File: src/rtl/nvram_supply_guard.sv
module nvram_supply_guard #(
  parameter int CODE_W    = 12,
  parameter bit WIDE_TOL  = 1'b0,
  parameter int FULL_TIGHT = 2375,
  parameter int PROT_TIGHT = 2250,
  parameter int FULL_WIDE  = 2250,
  parameter int PROT_WIDE  = 2125,
  parameter int BATT_CODE  = 1500
) (
  input  logic              clk,
  input  logic              rst,
  input  logic [CODE_W-1:0] vcode,
  input  logic              host_ce,
  input  logic              host_we,
  input  logic              host_oe,
  output logic              mem_ce,
  output logic              mem_we,
  output logic              mem_oe,
  output logic              write_protect,
  output logic              batt_sel,
  output logic              batt_armed
);

  localparam logic [CODE_W-1:0] FULL_TH = CODE_W'(WIDE_TOL ? FULL_WIDE : FULL_TIGHT);
  localparam logic [CODE_W-1:0] PROT_TH = CODE_W'(WIDE_TOL ? PROT_WIDE : PROT_TIGHT);
  localparam logic [CODE_W-1:0] BATT_TH = CODE_W'(BATT_CODE);

  typedef enum logic [1:0] {ST_DISARMED, ST_NORMAL, ST_PROTECT, ST_BATTERY} sup_state_t;

  sup_state_t state, state_nx;
  logic       armed;

  wire above_full = vcode > FULL_TH;
  wire above_prot = vcode > PROT_TH;
  wire below_prot = vcode < PROT_TH;
  wire below_batt = vcode < BATT_TH;
  wire above_batt = vcode > BATT_TH;

  always_comb begin
    state_nx = state;
    unique case (state)
      ST_DISARMED: if (above_full)      state_nx = ST_NORMAL;
                   else if (above_prot) state_nx = ST_PROTECT;
      ST_NORMAL:   if (below_batt)      state_nx = ST_BATTERY;
                   else if (below_prot) state_nx = ST_PROTECT;
      ST_PROTECT:  if (below_batt)      state_nx = ST_BATTERY;
                   else if (above_full) state_nx = ST_NORMAL;
      ST_BATTERY:  if (above_full)      state_nx = ST_NORMAL;
                   else if (above_batt) state_nx = ST_PROTECT;
      default:                          state_nx = ST_DISARMED;
    endcase
  end

  always_ff @(posedge clk) begin
    if (rst) begin
      state <= ST_DISARMED;
      armed <= 1'b0;
    end else begin
      state <= state_nx;
      if (state == ST_DISARMED && above_prot) armed <= 1'b1;
    end
  end

  assign write_protect = (state != ST_NORMAL);
  assign batt_sel      = (state == ST_BATTERY) && armed;
  assign batt_armed    = armed;

  assign mem_ce = host_ce && !write_protect;
  assign mem_we = host_we && !write_protect;
  assign mem_oe = host_oe && !write_protect;

endmodule


File: config.mk
export PLATFORM = sky130hd
export DESIGN_NAME = nvram_supply_guard
export DESIGN_NICKNAME = d
export VERILOG_FILES = /design/src/rtl/nvram_supply_guard.sv
export SDC_FILE = /design/constraint.sdc
export NUM_CORES = 1
export LEC_CHECK = 0
export CORE_AREA = 5 5 42 44
export DETAILED_ROUTE_END_ITERATION = 16
export DIE_AREA = 0 0 47 49
export PLACE_DENSITY_LB_ADDON = 0.12
export SLEW_MARGIN = 20
export SYNTH_ARGS = -nofsm -noshare
export SYNTH_HDL_FRONTEND = slang
export SYNTH_SLANG_ARGS = --single-unit
File: constraint.sdc
create_clock -name clk -period 1.5 [get_ports clk]
set_input_delay 0.15 -clock clk [delete_from_list [all_inputs] [get_ports clk]]
set_output_delay 0.15 -clock clk [all_outputs]
set_load 0.005 [all_outputs]
==> qor.yml <==
sta:
  setup_violations: 0
  fmax_mhz: 700
  setup_ws_ns: 0.0722
  worst_pin_slew_ns: 0.226
  drv_slew: 0
  hold_viol: 0
  min_period_ns: 1.43
  rsz0062_at_grt: "false"
  finClkSkew_ns: 0.00586
  fin_crit_sh_pct: 95.2
  slew_headroom_pct: 84.9
drt:
  vias: 520
  drt_iter0_markers: 6
  drc_errors: 0
  routed_wl_um: 1360
  wire_per_inst_um: 13.1
  via_per_inst: 5.00
  dr.pass1.iters: 4
  antenna_left: 0
die:
  fp.dieH_um: 49
  dieArea_um2: 2300
  ios: 23
  initial_core_util_pct: 28.7
  rows: 14
  core_um2: 1400
  die_w_um: 47
pwr:
  ir_drop_mv: 0.510
  powerDensity_nw_per_um2: 845
  leakage_nw: 0.397
synthesis:
  ys_seq_elements: 3
  synth_ff_type: "dfxtp_1"
  ys_seq_area_share_pct: 14.9
  syn_inst: 48
  synth_edf_count: 0
  synthArstFlopShare_pct: 0
  synthTopCellsByArea: "dfxtp_1 15%, ha_1 12%, and2_1 6.2%"
  yosysUniqueCellTypes: 27
  synth_largest_area_cell: "dfxtp_1"
  synth_nets: 69
  avgSynthCellArea_um2: 8.39
  synth_top_area_share_pct: 14.9
  netlist_area_um2: 403
  yosysWarnings: 0
grt:
  overflow: 0
  grt_usage_pct: 14.3
  grtUsageMet3_pct: 3.32
  grt_pass1_vias: 581
  use_met1_pct: 16.0
  top_usage_layer: "met2"
  grt_first_pass_wirelength_um: 2440
  grt_max_degree: 6
  antenna_found_initial: 0
  grt_util_met2_pct: 23.5
cts:
  clk_pin_slew_ns: 0.04
  hold_buffers: 0
  ctsHtreeMaxLevel: 1
  clk_latency_ns: 0.24
  cts.sinks: 3
  cts_buffers: 3
  clock_path_buffers: 2
  cts_tree: "yes"
  root_buffer: "clkbuf_4"
worst_setup_path:
  critPathArrivalTime_ns: 1.59
  path_class: "in -> reg"
  end_kind: "flip-flop"
  worst_ep_required_time_ns: 1.66
  start_kind: "input port"
  critPathMaxFanout: 2
outcome:
  status: "finished, final reports clean"
final_layout:
  fin_nets: 110
  num_antenna_cells: 0
  drive_above_1_share_pct: 30.7
  fin_cells: 104
  synthToLayoutAreaGrowth_pct: 97.5
place:
  hpwl_um: 1090
  portBuffers: 22
  dp_slack_ns: -0.371
  globalplace.congestion: 0.771
  dp.cells: 98
min_path:
  min_path_type: "reg -> reg"
flow_run:
  cap_violations: 0
-- where the power goes --
part,internal [mW],switching [mW]
logic,0.219,0.165
registers,0.111,0.0265
clock network,0.100,0.0509
total,0.431,0.242
-- what timing repair did --
action | 4_1_cts | 5_1_grt
resized for setup | 20 | 5
pin swaps | 6 | 4
buffers inserted | 2 | 0
setup endpoints to repair | 8 | 3
-- path summary, 6_finish.rpt --
kind,startpoint,to,slack (ns),depth (start not counted)
min,batt_armed,batt_armed,0.51,2
min reg2reg,batt_armed,batt_armed,0.51,2
max,vcode[9],state[1],0.07,6
max reg2reg,state[0],state[1],0.18,5
-- sequential cells by signal, summed over array words and instances (netlist names) --
name / count
batt_armed: 1
state: 2
-- routing by layer --
metal	part of all wire [%]	routed length, um
met2	50	674
met1	40	549
met3	8.0	108
met4	1.9	26
met5	0	0
-- worst max-delay path, cell delays in order --
cell and delay, ns:
dlygate4sd2_1 0.24, or3_4 0.39, o21a_1 0.19, a21o_1 0.17, o2111ai_2 0.22, mux2i_1 0.22
-- final cells by class --
class / instances / area, um2
clock buffer: 4 / 26.3
fill: 146 / 606
inverter: 4 / 15.0
multi-input combinational: 41 / 349
sequential: 3 / 65.1
tap: 16 / 20.0
timing repair buffer: 36 / 320
-- cells in the final DEF, fill, tap and decap left out, drive strengths merged, types with 4 or more instances in the layout --
cell type	count
a21oi	4
and2	4
buf	14
clkbuf	4
clkdlybuf4s50	6
dlygate4sd2	12
dlymetal6s2s	4
ha	4
inv	4
-- cell usage after synthesis (2+ instances only) --
cell and instances:
and2_1 4, a21oi_1 4, o211ai_1 2, inv_1 4, ha_1 4, nand2b_1 2, dfxtp_1 3, mux2i_1 2
nor2_1 3, a211o_1 2, o21a_1 2
-- cells by family (layout without fill, tap and decap cells) --
family,after synthesis,count (layout),synth area share [%]
AOI/OAI and AO/OA,19,19,36.6
and+or+nand+nor,16,16,27.3
adders and majority gates,4,4,12.4
buffers and inverters,4,44,3.73
DFF,3,3,14.9
muxes,2,2,4.97
-- metrics by stage --
| stage | hold WS [ns] | setup TNS, ns | util [%] | area [um2] | power [mW] |
|---|---|---|---|---|---|
| after floorplan | 0.222 | 0 | - | 403 | 0.322 |
| after global placement | 0.469 | -0.939 | 52.3 | 733 | 0.500 |
| after detailed placement | 0.515 | -1.01 | 52.3 | 733 | 0.510 |
| after CTS | 0.521 | 0 | 55.6 | 779 | 0.683 |
| after global routing | 0.562 | 0 | 56.8 | 796 | 0.728 |
| final | 0.515 | 0 | 56.8 | 796 | 0.673 |
(Power assumes the default switching activity.)
